## config.mk

```make
export PLATFORM = sky130hd
export DESIGN_NAME = rxbuf_status_upd
export DESIGN_NICKNAME = d
export VERILOG_FILES = /design/src/rtl/rxbuf_pkg.sv /design/src/rtl/rxbuf_wr_seq.sv /design/src/rtl/rxbuf_ram.sv /design/src/rtl/rxbuf_flags.sv /design/src/rtl/rxbuf_status_upd.sv
export SDC_FILE = /design/constraint.sdc
export NUM_CORES = 1
export LEC_CHECK = 0
export BUFFER_PORTS_ARGS = -buffer_cell sky130_fd_sc_hd__buf_2
export CELL_PAD_IN_SITES_DETAIL_PLACEMENT = 1
export CELL_PAD_IN_SITES_GLOBAL_PLACEMENT = 1
export CORE_ASPECT_RATIO = 1.25
export CORE_MARGIN = 1
export CORE_UTILIZATION = 45
export DETAILED_ROUTE_END_ITERATION = 8
export GPL_ROUTABILITY_DRIVEN = 0
export PLACE_DENSITY = 0.8
export SLEW_MARGIN = 20
export SYNTH_ARGS = -nofsm -noshare
export SYNTH_HDL_FRONTEND = slang
export SYNTH_HIERARCHICAL = 1
export SYNTH_SLANG_ARGS = --single-unit
```

## constraint.sdc

```tcl
create_clock -name clk_i -period 8.7 [get_ports clk_i]
set_input_delay 1.74 -clock clk_i [delete_from_list [all_inputs] [get_ports clk_i]]
set_output_delay 1.74 -clock clk_i [all_outputs]
set_load 0.01 [all_outputs]
```

## src/rtl/rxbuf_pkg.sv

```systemverilog
package rxbuf_pkg;
  typedef struct packed {
    logic nfi;
    logic ml;
    logic sc;
    logic nd;
  } rxbuf_flags_t;
endpackage

```

## src/rtl/rxbuf_wr_seq.sv

```systemverilog
module rxbuf_wr_seq #(
  parameter int ADDR_W = 3,
  parameter int LEN_W  = 4
) (
  input  logic              clk_i,
  input  logic              rst_ni,
  input  logic              frm_valid_i,
  input  logic              frm_null_i,
  input  logic [LEN_W-1:0]  frm_len_i,
  output logic              store_o,
  output logic              busy_o,
  output logic              we_o,
  output logic [ADDR_W-1:0] waddr_o
);
  logic              busy_q;
  logic [ADDR_W-1:0] idx_q;
  logic [LEN_W-1:0]  len_q;
  logic              last_w;

  assign store_o = frm_valid_i & ~busy_q;
  assign busy_o  = busy_q;
  assign last_w  = (idx_q == ADDR_W'(len_q - 1'b1));
  assign we_o    = busy_q | (store_o & ~frm_null_i & (frm_len_i != '0));
  assign waddr_o = busy_q ? idx_q : '0;

  always_ff @(posedge clk_i or negedge rst_ni) begin
    if (!rst_ni) begin
      busy_q <= 1'b0;
      idx_q  <= '0;
      len_q  <= '0;
    end else if (busy_q) begin
      if (last_w) busy_q <= 1'b0;
      else        idx_q  <= idx_q + 1'b1;
    end else if (store_o && !frm_null_i && frm_len_i > LEN_W'(1)) begin
      busy_q <= 1'b1;
      idx_q  <= ADDR_W'(1);
      len_q  <= frm_len_i;
    end
  end

  assert_idx_in_len_R3: assert property (@(posedge clk_i) disable iff (!rst_ni)
    busy_q |-> (LEN_W'(idx_q) < len_q));
  assert_burst_end_R3: assert property (@(posedge clk_i) disable iff (!rst_ni)
    $fell(busy_q) |-> ($past(idx_q) == ADDR_W'($past(len_q) - 1'b1)));
  assert_null_no_write_R4: assert property (@(posedge clk_i) disable iff (!rst_ni)
    (store_o && frm_null_i) |=> !busy_q);
  assert_busy_blocks_R10: assert property (@(posedge clk_i) disable iff (!rst_ni)
    busy_q |-> !store_o);
endmodule

```

## src/rtl/rxbuf_ram.sv

```systemverilog
module rxbuf_ram #(
  parameter int WORD_W = 32,
  parameter int DEPTH  = 8,
  localparam int ADDR_W = $clog2(DEPTH)
) (
  input  logic              clk_i,
  input  logic              we_i,
  input  logic [ADDR_W-1:0] waddr_i,
  input  logic [WORD_W-1:0] wdata_i,
  input  logic [ADDR_W-1:0] raddr_i,
  output logic [WORD_W-1:0] rdata_o
);
  logic [WORD_W-1:0] mem_q [DEPTH];

  always_ff @(posedge clk_i) begin
    if (we_i) mem_q[waddr_i] <= wdata_i;
    rdata_o <= mem_q[raddr_i];
  end
endmodule

```

## src/rtl/rxbuf_flags.sv

```systemverilog
module rxbuf_flags
  import rxbuf_pkg::*;
#(
  parameter int ID_W  = 11,
  parameter int CYC_W = 6,
  parameter int LEN_W = 4
) (
  input  logic              clk_i,
  input  logic              rst_ni,
  input  logic              store_i,
  input  logic              null_i,
  input  logic [ID_W-1:0]   id_i,
  input  logic [CYC_W-1:0]  cyc_i,
  input  logic [LEN_W-1:0]  len_i,
  input  logic              ack_i,
  output logic [ID_W-1:0]   hdr_id_o,
  output logic [CYC_W-1:0]  hdr_cyc_o,
  output logic [LEN_W-1:0]  hdr_len_o,
  output rxbuf_flags_t      flags_o
);
  rxbuf_flags_t flg_q;
  logic         pending_w;

  assign pending_w = flg_q.nd | flg_q.sc;
  assign flags_o   = flg_q;

  always_ff @(posedge clk_i or negedge rst_ni) begin
    if (!rst_ni) begin
      flg_q     <= '0;
      hdr_id_o  <= '0;
      hdr_cyc_o <= '0;
      hdr_len_o <= '0;
    end else begin
      if (ack_i) begin
        flg_q.nd <= 1'b0;
        flg_q.sc <= 1'b0;
        flg_q.ml <= 1'b0;
      end
      // store overrides ack
      if (store_i) begin
        hdr_id_o  <= id_i;
        hdr_cyc_o <= cyc_i;
        hdr_len_o <= len_i;
        flg_q.sc  <= 1'b1;
        flg_q.ml  <= (flg_q.ml & ~ack_i) | pending_w;
        flg_q.nfi <= ~null_i;
        if (!null_i) flg_q.nd <= 1'b1;
      end
    end
  end

  assert_data_store_R2: assert property (@(posedge clk_i) disable iff (!rst_ni)
    (store_i && !null_i) |=> (flg_q.nd && flg_q.sc && flg_q.nfi));
  assert_null_nfi_R5: assert property (@(posedge clk_i) disable iff (!rst_ni)
    (store_i && null_i) |=> (!flg_q.nfi && flg_q.sc));
  assert_null_keeps_nd_R6: assert property (@(posedge clk_i) disable iff (!rst_ni)
    (store_i && null_i && !ack_i) |=> (flg_q.nd == $past(flg_q.nd)));
  assert_lost_R7: assert property (@(posedge clk_i) disable iff (!rst_ni)
    (store_i && pending_w) |=> flg_q.ml);
  assert_ack_clears_R8: assert property (@(posedge clk_i) disable iff (!rst_ni)
    (ack_i && !store_i) |=> (!flg_q.nd && !flg_q.sc && !flg_q.ml && $stable(flg_q.nfi)));
endmodule

```

## src/rtl/rxbuf_status_upd.sv

```systemverilog
module rxbuf_status_upd
  import rxbuf_pkg::*;
#(
  parameter int ID_W      = 11,
  parameter int CYC_W     = 6,
  parameter int WORD_W    = 32,
  parameter int MAX_WORDS = 8,
  localparam int ADDR_W   = $clog2(MAX_WORDS),
  localparam int LEN_W    = $clog2(MAX_WORDS + 1)
) (
  input  logic              clk_i,
  input  logic              rst_ni,
  input  logic              frm_valid_i,
  input  logic              frm_null_i,
  input  logic [ID_W-1:0]   frm_id_i,
  input  logic [CYC_W-1:0]  frm_cyc_i,
  input  logic [LEN_W-1:0]  frm_len_i,
  input  logic [WORD_W-1:0] pld_data_i,
  input  logic              ack_i,
  input  logic [ADDR_W-1:0] rd_addr_i,
  output logic [WORD_W-1:0] rd_data_o,
  output logic [ID_W-1:0]   hdr_id_o,
  output logic [CYC_W-1:0]  hdr_cyc_o,
  output logic [LEN_W-1:0]  hdr_len_o,
  output logic              nfi_o,
  output logic              nd_o,
  output logic              sc_o,
  output logic              ml_o,
  output logic              busy_o
);
  logic              store_w;
  logic              we_w;
  logic [ADDR_W-1:0] waddr_w;
  rxbuf_flags_t      flags_w;

  rxbuf_wr_seq #(.ADDR_W(ADDR_W), .LEN_W(LEN_W)) u_seq (
    .clk_i       (clk_i),
    .rst_ni      (rst_ni),
    .frm_valid_i (frm_valid_i),
    .frm_null_i  (frm_null_i),
    .frm_len_i   (frm_len_i),
    .store_o     (store_w),
    .busy_o      (busy_o),
    .we_o        (we_w),
    .waddr_o     (waddr_w)
  );

  rxbuf_ram #(.WORD_W(WORD_W), .DEPTH(MAX_WORDS)) u_ram (
    .clk_i   (clk_i),
    .we_i    (we_w),
    .waddr_i (waddr_w),
    .wdata_i (pld_data_i),
    .raddr_i (rd_addr_i),
    .rdata_o (rd_data_o)
  );

  rxbuf_flags #(.ID_W(ID_W), .CYC_W(CYC_W), .LEN_W(LEN_W)) u_flags (
    .clk_i     (clk_i),
    .rst_ni    (rst_ni),
    .store_i   (store_w),
    .null_i    (frm_null_i),
    .id_i      (frm_id_i),
    .cyc_i     (frm_cyc_i),
    .len_i     (frm_len_i),
    .ack_i     (ack_i),
    .hdr_id_o  (hdr_id_o),
    .hdr_cyc_o (hdr_cyc_o),
    .hdr_len_o (hdr_len_o),
    .flags_o   (flags_w)
  );

  assign nfi_o = flags_w.nfi;
  assign nd_o  = flags_w.nd;
  assign sc_o  = flags_w.sc;
  assign ml_o  = flags_w.ml;

  assert_len_legal_R3: assert property (@(posedge clk_i) disable iff (!rst_ni)
    frm_valid_i |-> (int'(frm_len_i) <= MAX_WORDS));
endmodule

```

Yosys cells after proc, flatten, opt, wreduce, memory -nomap -nowiden
Memory sizes are Yosys's and may differ from the RTL's. A register that Yosys moved wholly into a read port is not among the register bits.
Index checks and enable logic that the tools add are counted.
{"block": "totals", "ff_bits": 32, "mem_bits_rw": 256, "inputBits": 61, "output_inout_bits": 58, "mem_count": 1}
{"name": "u_ram.mem_q", "words": 8, "width": 32, "read_ports": 1, "rd_clocked_by_memory_dff": 1, "write_ports": 1, "line_no": "rxbuf_ram.sv:13", "source": "logic [WORD_W-1:0] mem_q [DEPTH];"}
{"block": "op_classes", "addsub": 2, "magnitude_cmp": 1, "n_eq_ne": 2, "muxes": 12, "bitwise_logic": 10, "n_reduce_logical": 8}
{"cell": "3-bit 2-to-1 mux", "n": 6}
{"cell": "1-bit 2-to-1 mux", "n": 6}
{"cell": "1-bit AND", "n": 4}
{"cell": "4-bit by 1-bit > comparator with 1-bit output, second input constant", "n": 1}
{"cell": "2-bit AND reduction", "n": 2}
{"cell": "2-bit nonzero test", "n": 2}
{"cell": "4-bit nonzero test", "n": 1}
{"cell": "3-bit by 1-bit adder with 3-bit output, second input constant", "n": 1}
{"cell": "3-bit equality test", "n": 1}
{"cell": "1-bit inverter", "n": 3}
{"cell": "1-bit OR", "n": 3}
{"cell": "3-bit by 1-bit subtractor with 3-bit output, second input constant", "n": 1}
{"cell": "1-bit logical AND", "n": 2}
{"cell": "2-bit != test, second input constant", "n": 1}
{"cell": "1-bit logical NOT", "n": 1}

Longest topological paths before layout
Gate-level depths: netlist of the first run.
{"block": "depth", "word_depth": 7, "depth_mapped": 5}

Hierarchy
The synthesis of the first run kept the hierarchy.
{"mod": "rxbuf_ram", "n_inst": 1, "cells_each": 415, "area_each_um2": 10466.3, "seq_area_each_um2": 8328.0}
{"mod": "rxbuf_flags", "n_inst": 1, "cells_each": 59, "area_each_um2": 1009.7, "seq_area_each_um2": 625.6}
{"mod": "rxbuf_wr_seq", "n_inst": 1, "cells_each": 40, "area_each_um2": 460.4, "seq_area_each_um2": 175.2}

Worst setup path after synthesis of the first run
OpenSTA, ideal clock, no wires.
{"block": "synth_timing", "path_kind": "input to register", "from": "in frm_null_i", "to": "mem u_ram.mem_q[0][0], enable pin", "arrival_time_ps": 4552, "required_time_ps": 8239, "path_slack_ps": 3686, "path_stages": 5, "path_buffers": 0, "cell_sequence": "nor3b_2 > nand2_1 > nand2_1 > nand2b_1 > nor3_1"}
{"block": "synth_via", "elab_chain_len": 6}
{"element": "from (decl)", "line_no": "rxbuf_status_upd.sv:14", "source": "input logic frm_null_i,"}
{"element": "1-bit inverter", "line_no": "rxbuf_wr_seq.sv:23", "source": "assign we_o = busy_q | (store_o & ~frm_null_i & (frm_len_i != '0));"}
{"element": "1-bit AND (2 in series)", "line_no": "rxbuf_wr_seq.sv:23"}
{"element": "1-bit OR", "line_no": "rxbuf_wr_seq.sv:23"}
{"element": "named net we_w", "line_no": "rxbuf_status_upd.sv:32", "source": "logic we_w;"}
{"element": "1-bit 2-to-1 mux", "line_no": "rxbuf_ram.sv:16", "source": "if (we_i) mem_q[waddr_i] <= wdata_i;"}
{"element": "1-bit 2-to-1 mux (not written as such)", "line_no": "rxbuf_ram.sv:16"}
{"element": "to (decl)", "line_no": "rxbuf_ram.sv:13"}
The timed path passes the listed nets, and every way through them passes these cells.

Worst setup path after layout of the first run
{"block": "layout_timing", "from": "in frm_null_i", "to": "mem u_ram.mem_q[4][3], enable pin"}
Same word-level chain as after synthesis.

==> flow_summary_export.csv, run 1 <==
group,metric,value,unit
timing,setup_viol,0,
worst_hold_path,hp-class,"reg -> reg",
final_layout,final_nets,720,
grt,grt_pass1_wl,34530,um
drt,via_count,5450,
timing,maxSlewHeadroom,35.82,%
critical_path,endpoint,"u_ram/mem_q[4][3]",
place,port_buffers,118,
critical_path,critPathMaxStageDelay,0.67,ns
clock_network,clock_latency,0.51,ns
logic_synthesis,yosysTopAreaCellShare,64.40,%
drt,ant_nets,0,
clock_network,clockRootBuffer,"clkbuf_16",
grt,antenna_found_initial,1,
drt,totalWireLength,22670,um
final_layout,final_cell_mix,"edfxtp_1, buf_2, mux4_1",
clock_network,cts_post_setup_buffers_inserted,0,
logic_synthesis,synth_top_cells_by_area,"edfxtp_1, mux4_1, dfrtp_1, dfxtp_1, mux4_2",
timing,fin_worst_skew,0.01789,ns
power_and_ir_drop,powerDensity,303.7,mW/mm2
timing,final-hold-violation-count,0,
timing,rsz0062_at_grt,"no",
logic_synthesis,seq_area_frac_synth,76.48,%
logic_synthesis,synth-compound-area-share,0.9015,%
logic_synthesis,synth_warnings,6,
critical_path,worstReg2RegEnd,"u_ram/mem_q[4][3]",
job,cap_violations,0,
timing,post-route-min-period,3.781,ns
drt,viasPerCell,5.322,
clock_network,ctsLongestPathBuffers,3,
critical_path,rr_worst_depth,6,
power_and_ir_drop,p_leak,5.088,nW
grt,grt_max_degree,65,
logic_synthesis,synth_cell_types,37,
power_and_ir_drop,pwr-share-seq,49.1,%
power_and_ir_drop,clkPwrFrac,32.5,%
worst_hold_path,hold_start,"u_flags/hdr_id_o[10]",
logic_synthesis,async_flop_share,10.00,%
logic_synthesis,synthXorXnorAreaFrac,0.5031,%
critical_path,rr_startpoint,"u_seq/busy_o",
timing,slew_violations,0,
critical_path,end_kind,"register",
place,post-dp-hpwl,13200,um
floorplanning,die_w,147.7,um
critical_path,startpoint,"frm_null_i",
critical_path,cp_cell_sequence,"buf_2, nor3b_2, nand2_1, nand2_1, nand2_1, nor3_4, buf_4",
critical_path,path_class,"in -> reg",
drt,wl_per_cell,22.14,um
clock_network,cts_hold_buffers,0,
logic_synthesis,ys_seq_elements,320,
timing,fin_crit_sh,43.45,%
floorplanning,io_pins,119,
critical_path,start_kind,"input pin",
run_status,status,"complete, no violations",
clock_network,h-tree-depth,2,
clock_network,cts_tree,"yes",
timing,fmax,264.5,MHz
power_and_ir_drop,p_sw,1.090,mW
final_layout,area_delta_synth_final,18.52,%
power_and_ir_drop,switching_share,25.38,%
logic_synthesis,synth_ff_type,"edfxtp_1",
logic_synthesis,yosys.area_share.simple,1.027,%
logic_synthesis,synthMuxAreaShare,19.23,%
final_layout,layout-drive-gt1-share,39.09,%
critical_path,ff2ff_setup_slack,5.70,ns
logic_synthesis,synthesis.area,0.01194,mm2
logic_synthesis,syn-num-nets,577,
floorplanning,die_area,0.02718,mm2
critical_path,crit_fanout,21,
floorplanning,start_util,45.89,%
drt,drt_iter0_markers,320,
critical_path,critPathMostFrequentCell,"nand2_1",
logic_synthesis,synthCells,514,
floorplanning,die_h,184.1,um
timing,fin_setup_tns,0,ns
power_and_ir_drop,intPower,3.206,mW
drt,first_pass_iters,4,
power_and_ir_drop,comb_power_share,18.4,%
final_layout,final_common_cell,"edfxtp_1",
floorplanning,core,0.02601,mm2
floorplanning,rows,66,
critical_path,cp.arrival,3.93,ns
logic_synthesis,synth_top_family_by_area,"multiplexers",
clock_network,cts.clk_slew.worst_paths,0.06,ns
logic_synthesis,synthAdderAreaFrac,0.2096,%
critical_path,required,8.85,ns
grt,grt_usage,17.09,%
drt,drc_errors,0,
power_and_ir_drop,power.total,4.296,mW
logic_synthesis,synthesis.area_per_instance,23.22,um2
critical_path,slowest_stage,"nor3_4",
grt,grt_pass1_vias,6033,
clock_network,cts_buffers,34,
power_and_ir_drop,vdd_drop_max,0.1890,mV
clock_network,cts_sinks,320,
logic_synthesis,synth_edf_count,256,
clock_network,post_cts_resized,0,
logic_synthesis,synth_area_leader_cell,"edfxtp_1",
timing,tightest_slew,0.9626,ns
grt,overflow,0,
area by class of cell:
| class | count | area, um2 |
|---|---|---|
| inverter | 7 | 26.28 |
| tap | 340 | 425.4 |
| multi-input combinational | 166 | 2675 |
| antenna | 1 | 2.502 |
| timing repair buffer | 128 | 784.5 |
| clock buffer | 55 | 1033 |
| fill | 2282 | 11870 |
| sequential | 320 | 9129 |
| clock inverter | 7 | 71.32 |
cell families after synthesis:
| logic type | count (synthesis) |
|---|---|
| AND/OR/NAND/NOR | 24 |
| AO/OA/AOI/OAI | 14 |
| XOR/XNOR | 5 |
| buffers and inverters | 28 |
| adder cells (fa/ha/maj) | 2 |
| multiplexers | 121 |
| flip-flops | 320 |
power groups by stage:
| stage | logic [mW] | registers (mW) | clock network [mW] |
|---|---|---|---|
| 2_1_floorplan | 0.443 | 2.16 | 0 |
| 3_3_place_gp | 0.737 | 2.11 | 0 |
| 3_5_place_dp | 0.769 | 2.14 | 0 |
| 4_1_cts | 0.772 | 2.12 | 1.43 |
| 5_1_grt | 0.851 | 2.14 | 1.48 |
| 6_report | 0.790 | 2.11 | 1.40 |
per-layer routing:
| metal | wire (um) | global-route usage [%] |
|---|---|---|
| met5 | 0 | 0 |
| met4 | 478 | 5.443 |
| met3 | 1402 | 3.738 |
| met2 | 11730 | 30.09 |
| met1 | 9060 | 20.97 |
cell usage after synthesis (2+ instances only):
master and count:
dfrtp_1 32, mux4_1 40, o21ai_0 3, buf_6 9, mux2_4 17, nor3_1 2
ha_1 2, nand2b_1 3, mux2_2 39, mux4_2 24, nor2_1 8, edfxtp_1 256
dfxtp_1 32, buf_1 4, buf_2 6, and2_1 2, xnor2_1 3, a21oi_1 3
inv_1 7, nand2_1 5
registers in the layout, indices dropped and copies added, names as in the netlist:
| name | count |
|---|---|
| u_ram/mem_q | 256 |
| u_ram/rdata_o | 32 |
| u_flags/hdr_id_o | 11 |
| u_flags/hdr_cyc_o | 6 |
| u_flags/flags_o | 4 |
| u_flags/hdr_len_o | 4 |
| u_seq/idx_q | 3 |
| u_seq/len_q | 3 |
| u_seq/busy_o | 1 |
worst max-delay path, delay by kind of cell:
family | cells | cell delay [ns]
buffers and inverters | 2 | 0.60
and+or+nand+nor | 5 | 1.57
metrics by stage:
stage	hold slack (ns)	cell area (um2)	util, %	cells	setup slack (ns)
2_1_floorplan	0.4661	11940	-	514	3.686
3_3_place_gp	0.4896	12870	49.49	955	4.301
3_5_place_dp	0.4892	12870	49.49	955	4.103
4_1_cts	0.5126	13980	53.73	1017	4.570
5_1_grt	0.5213	14140	54.38	1023	4.773
6_report	0.5098	14150	54.39	1024	4.919
how the worst min path moves through the flow:
stage	endpoint	slack, ns	depth (start not counted)
detailed placement	u_flags/hdr_id_o[9]	0.49	1
CTS	u_flags/hdr_id_o[10]	0.51	1
finish	u_flags/hdr_id_o[10]	0.51	1
global placement	u_flags/hdr_id_o[4]	0.49	1
global route	u_flags/hdr_id_o[9]	0.52	1
floorplan	u_seq/len_q[1]	0.47	1
Power figures use the tool's default switching activity.
==> run 2, diff against run 1 <==
- PLACE_DENSITY: 0.8 -> 0.83
- clock period: 8.7 -> 3.1 ns (I/O delays scaled with it)
==> run 2 against run 1 <==
Compared with the run above: setup slack worse by 4.4 ns; sequential power grew to 2.8 times the previous value; clock skew is 0.0092 ns lower; die area stayed put; sequential cell count stayed put; sequential share of layout area is 0.32 points higher; clock power grew to 2.6 times the previous value; routed wire length is 7.6% higher; register-to-register slack worse by 5.1 ns.
==> flow_summary_export.csv, run 2 (same netlist as run 1, synthesis figures left out) <==
group,metric,value,unit
drt,wl_per_cell,23.71,um
final_layout,layout-drive-gt1-share,40.61,%
clock_network,cts_buffers,31,
critical_path,critPathMaxStageDelay,0.51,ns
critical_path,crit_fanout,9,
critical_path,start_kind,"register",
critical_path,path_class,"reg -> reg",
grt,grt_max_degree,65,
timing,fin_worst_skew,0.008722,ns
clock_network,cts_hold_buffers,0,
critical_path,cp_cell_sequence,"nor3b_2, nand2_1, nand2_1, nand2_1, nor2_4, buf_4",
floorplanning,core,0.02601,mm2
timing,worst_slack,0.5636,ns
critical_path,rr_startpoint,"u_seq/busy_o",
final_layout,final_cell_mix,"edfxtp_1, buf_2, mux4_1",
final_layout,area_delta_synth_final,17.94,%
drt,first_pass_iters,4,
timing,fmax,394.3,MHz
power_and_ir_drop,powerDensity,842.0,mW/mm2
timing,tightest_slew,0.9461,ns
floorplanning,io_pins,119,
final_layout,final_nets,725,
final_layout,final_common_cell,"edfxtp_1",
clock_network,clock_latency,0.56,ns
floorplanning,die_area,0.02718,mm2
run_status,status,"complete, no violations",
critical_path,slowest_stage,"dfrtp_1",
grt,busiest_layer,"met2",
place,post-dp-hpwl,15140,um
final_layout,largestRegisters,"u_ram/mem_q (256), u_ram/rdata_o (32), u_flags/hdr_id_o (11)",
floorplanning,rows,66,
drt,via_count,5544,
drt,drc_errors,0,
floorplanning,die_h,184.1,um
grt,grtUsageMet1,21.51,%
grt,antenna_found_initial,3,
critical_path,worstReg2RegEnd,"u_ram/mem_q[5][0]",
timing,slew_violations,0,
clock_network,cts_post_setup_buffers_inserted,0,
critical_path,ff2ff_setup_slack,0.56,ns
timing,post-route-min-period,2.536,ns
grt,grt_usage,18.23,%
drt,totalWireLength,24400,um
timing,setup_viol,0,
timing,rsz0062_at_grt,"no",
drt,viasPerCell,5.388,
floorplanning,die_w,147.7,um
job,cap_violations,0,
place,dp.cells,969,
grt,use_met3,3.366,%
critical_path,cp.arrival,2.80,ns
final_layout,layout.cells.non_filler,1029,
place,pre_cts_slack,0.3989,ns
worst_hold_path,hp-class,"in -> async",
place,port_buffers,118,
clock_network,h-tree-depth,1,
grt,grt_pass1_wl,36580,um
clock_network,cts_tree,"yes",
grt,grt_pass1_vias,6209,
critical_path,endpoint,"u_ram/mem_q[5][0]",
grt,overflow,0,
drt,drt_iter0_markers,274,
floorplanning,start_util,45.89,%
clock_network,ctsLongestPathBuffers,3,
critical_path,critPathMostFrequentCell,"nand2_1",
timing,fin_setup_tns,0,ns
place,post_dp_cell_area,0.01308,mm2
final_layout,final_area,0.01408,mm2
critical_path,required,3.36,ns
power_and_ir_drop,p_leak,5.070,nW
power_and_ir_drop,vdd_drop_max,0.5555,mV
drt,ant_nets,0,
critical_path,startpoint,"u_seq/busy_o",
grt,use_met2,33.11,%
clock_network,cts.clk_slew.worst_paths,0.06,ns
critical_path,end_kind,"register",
timing,maxSlewHeadroom,36.93,%
timing,fin_crit_sh,81.82,%
critical_path,rr_worst_depth,6,
timing,final-hold-violation-count,0,
clock_network,post_cts_resized,0,
clock_network,clockRootBuffer,"clkbuf_16",
clock_network,cts_sinks,320,
final_layout,largest-register,"u_ram/mem_q",
final_layout,largest_reg_flops,256,
run 2: cell types whose count changed in the layout (fill, tap and decap cells not counted), moves of 2 or more:
cell        change
clkbuf_1        -7
buf_16          -5
clkbuf_16       -6
clkinvlp_4      +3
clkinv_2        +6
buf_12          +6
inv_6           +2
buf_4           +8
run 2: power by group:
| part | switching [mW] | internal [mW] |
|---|---|---|
| logic | 1.23 | 1.03 |
| clock network | 1.56 | 2.08 |
| registers | 0.335 | 5.61 |
run 2: metrics by stage:
step	utilization, %	power, mW	hold slack [ns]
final	54.12	11.85	0.1165
after global routing	54.11	12.30	0.1429
after global placement	50.27	8.104	0.4871
after CTS	54.10	11.97	0.1166
after floorplan	-	7.307	0.3244
after detailed placement	50.27	8.303	0.4917
run 2: critical path: cells and delay by family, from the launching register on:
| kind | cells | cell delay [ns] |
|---|---|---|
| DFF | 1 | 0.51 |
| buffers and inverters | 1 | 0.25 |
| and+or+nand+nor | 5 | 1.47 |
run 2: cell type report:
| type | instances | area [um2] |
|---|---|---|
| fill | 2288 | 11940 |
| inverter | 7 | 26.28 |
| tap | 340 | 425.4 |
| multi-input combinational | 166 | 2681 |
| clock buffer | 41 | 843.3 |
| timing repair buffer | 136 | 815.8 |
| antenna | 2 | 5.005 |
| sequential | 320 | 9129 |
| clock inverter | 17 | 151.4 |
run 2: metal layers:
layer | wire length [um] | vias to the layer above
li1 | - | 2433
met1 | 9527 | 2875
met2 | 12780 | 183
met3 | 1316 | 51
met4 | 758 | 2
met5 | 11 | -
run 2: worst min-delay path by stage:
stage                              from  slack (ns)              endpoint
floorplan                        rst_ni        0.32    u_flags/flags_o[0]
global placement    u_flags/hdr_id_o[3]        0.49   u_flags/hdr_id_o[3]
detailed placement  u_flags/hdr_id_o[9]        0.49   u_flags/hdr_id_o[9]
CTS                              rst_ni        0.12   u_flags/hdr_id_o[9]
global route                     rst_ni        0.14  u_flags/hdr_len_o[3]
finish                           rst_ni        0.12  u_flags/hdr_len_o[3]
==> run 3, diff against run 2 <==
- clock period: 3.1 -> 2.1 ns (I/O delays scaled with it)
==> run 3 against run 2 <==
Compared with the run above: register-to-register slack got worse by 0.50 ns; sequential power up 47%; setup slack got worse by 0.50 ns; global-route usage increased by 0.071 points; first-iteration DRC count increased by 21%; total power grew 52%; sequential share of layout area down 1.5 points; routed wire length rose by 1.4%; worst hold slack got worse by 0.019 ns; combinational power up 67%; clock skew rose by 0.0047 ns; non-clock buffer count is 19 higher.
==> flow_summary_export.csv, run 3 (same netlist as run 1, synthesis figures left out) <==
group,metric,value,unit
run_status,status,"complete, no violations",
final_layout,regArea,0.009130,mm2
clock_network,cts_tree,"yes",
power_and_ir_drop,p_leak,5.224,nW
critical_path,critPathMaxStageDelay,0.64,ns
timing,final-hold-violation-count,0,
clock_network,ctsLongestPathBuffers,3,
drt,drc_errors,0,
critical_path,end_kind,"register",
timing,post-route-min-period,2.038,ns
final_layout,final_nets,747,
timing,rsz0062_at_grt,"yes",
floorplanning,die_h,184.1,um
critical_path,start_kind,"register",
final_layout,final_cell_mix,"edfxtp_1, buf_2, mux4_1",
job,cap_violations,0,
place,post_dp_cell_area,0.01320,mm2
clock_network,clockRootBuffer,"clkbuf_16",
drt,viasPerCell,5.357,
final_layout,layout-drive-gt1-share,43.30,%
timing,slew_violations,0,
timing,fin_crit_sh,97.07,%
place,post-dp-hpwl,14820,um
timing,holdWs,0.09772,ns
grt,grt_pass1_vias,6289,
drt,drt_iter0_markers,332,
final_layout,largest_reg_flops,256,
final_layout,final_common_cell,"edfxtp_1",
clock_network,h-tree-depth,1,
grt,overflow,0,
power_and_ir_drop,powerDensity,1250,mW/mm2
floorplanning,start_util,45.89,%
clock_network,clock_latency,0.55,ns
floorplanning,die_w,147.7,um
clock_network,cts.clk_slew.worst_paths,0.06,ns
critical_path,required,2.27,ns
final_layout,fillers,2275,
timing,setup_viol,0,
clock_network,cts_buffers,31,
drt,wl_per_cell,23.56,um
final_layout,area_delta_synth_final,20.82,%
drt,ant_nets,0,
power_and_ir_drop,vdd_drop_max,0.7559,mV
floorplanning,die_area,0.02718,mm2
critical_path,slowest_stage,"nor2_4",
final_layout,largest-register,"u_ram/mem_q",
critical_path,path_class,"reg -> reg",
drt,first_pass_iters,6,
clock_network,cts_sinks,320,
grt,grt_pass1_wl,36860,um
place,port_buffers,118,
grt,grt_usage,18.30,%
final_layout,multiInputGateArea,0.002744,mm2
final_layout,fin_util,55.44,%
drt,totalWireLength,24740,um
grt,grt_max_degree,65,
floorplanning,rows,66,
critical_path,cp.arrival,2.21,ns
drt,via_count,5625,
floorplanning,io_pins,119,
floorplanning,core,0.02601,mm2
timing,fmax,490.6,MHz
grt,antenna_found_initial,1,
place,pre_cts_slack,-0.4179,ns
timing,maxSlewHeadroom,48.56,%
timing,worst_slack,0.06163,ns
critical_path,crit_fanout,16,
timing,tightest_slew,0.7707,ns
timing,fin_worst_skew,0.01338,ns
final_layout,largestRegisters,"u_ram/mem_q (256), u_ram/rdata_o (32), u_flags/hdr_id_o (11)",
critical_path,cp_cell_sequence,"and2_1, nand2b_1, nor2_4",
final_layout,final_area,0.01442,mm2
timing,fin_setup_tns,0,ns
worst_hold_path,hp-class,"in -> reg",
## run 3: cell types whose count changed in the layout (fill, tap and decap cells not counted), sizes merged
cell,previous run,this run
diode,2,1
inv,9,8
dlygate4sd3,0,1
clkinvlp,4,5
nor2,8,11
buf,136,154
## run 3: cell type report
class                           count  area share (%)
Antenna cell                        1         0.01735
Timing Repair Buffer              155           7.314
Inverter                            7          0.1822
Multi-Input combinational cell    169           19.03
Clock inverter                     17          0.9977
Sequential cell                   320           63.31
Tap cell                          340           2.950
Clock buffer                       41           6.203
## run 3: critical path: cells and delay by family (launching register included)
| family | cells | cell delay (ns) |
|---|---|---|
| flops | 1 | 0.45 |
| simple gates | 3 | 1.21 |
## run 3: stage by stage
stage               power, mW  std cells
floorplan               10.90        514
global route            18.69       1049
detailed placement      12.46        981
finish                  18.03       1050
global placement        12.14        981
CTS                     18.00       1042
## run 3: path summary, 6_finish.rpt
path | end | cells after the start | from | slack, ns
max | u_ram/mem_q[6][15] | 3 | u_seq/busy_o | 0.06
min | u_flags/flags_o[0] | 2 | ack_i | 0.1
max reg2reg | u_ram/mem_q[6][15] | 3 | u_seq/busy_o | 0.06
min reg2reg | u_flags/hdr_id_o[10] | 1 | u_flags/hdr_id_o[10] | 0.51
max in group asynchronous | u_seq/busy_o | 2 | rst_ni | 1.15
min in group asynchronous | u_flags/flags_o[3] | 2 | rst_ni | 0.46
## run 3: repair_timing
| action | CTS | global route |
|---|---|---|
| hold endpoints to repair | 32 | 0 |
| gates resized for setup | 0 | 4 |
| buffers inserted | 0 | 2 |
| hold buffers | 1 | 0 |
| gates cloned | 2 | 1 |
| endpoints found under the setup margin | 192 | 75 |
| pin swaps | 5 | 3 |
## run 3: power breakdown
group / internal, mW / total [mW] / switching (mW) / leakage, nW
logic: 1.77 / 3.78 / 2.01 / 1.74
clock network: 3.23 / 5.52 / 2.29 / 0.500
registers: 8.28 / 8.73 / 0.446 / 2.98
total: 13.3 / 18.0 / 4.75 / 5.22
## run 3: per-layer routing
layer  vias to the layer above  global-route usage, %  share of wire (%)
li1                       2470                      -                  -
met1                      2952                  22.14                 40
met2                       169                  34.28                 54
met3                        34                  2.723                3.8
met4                         0                  4.206                2.1
met5                         -                      0                  0
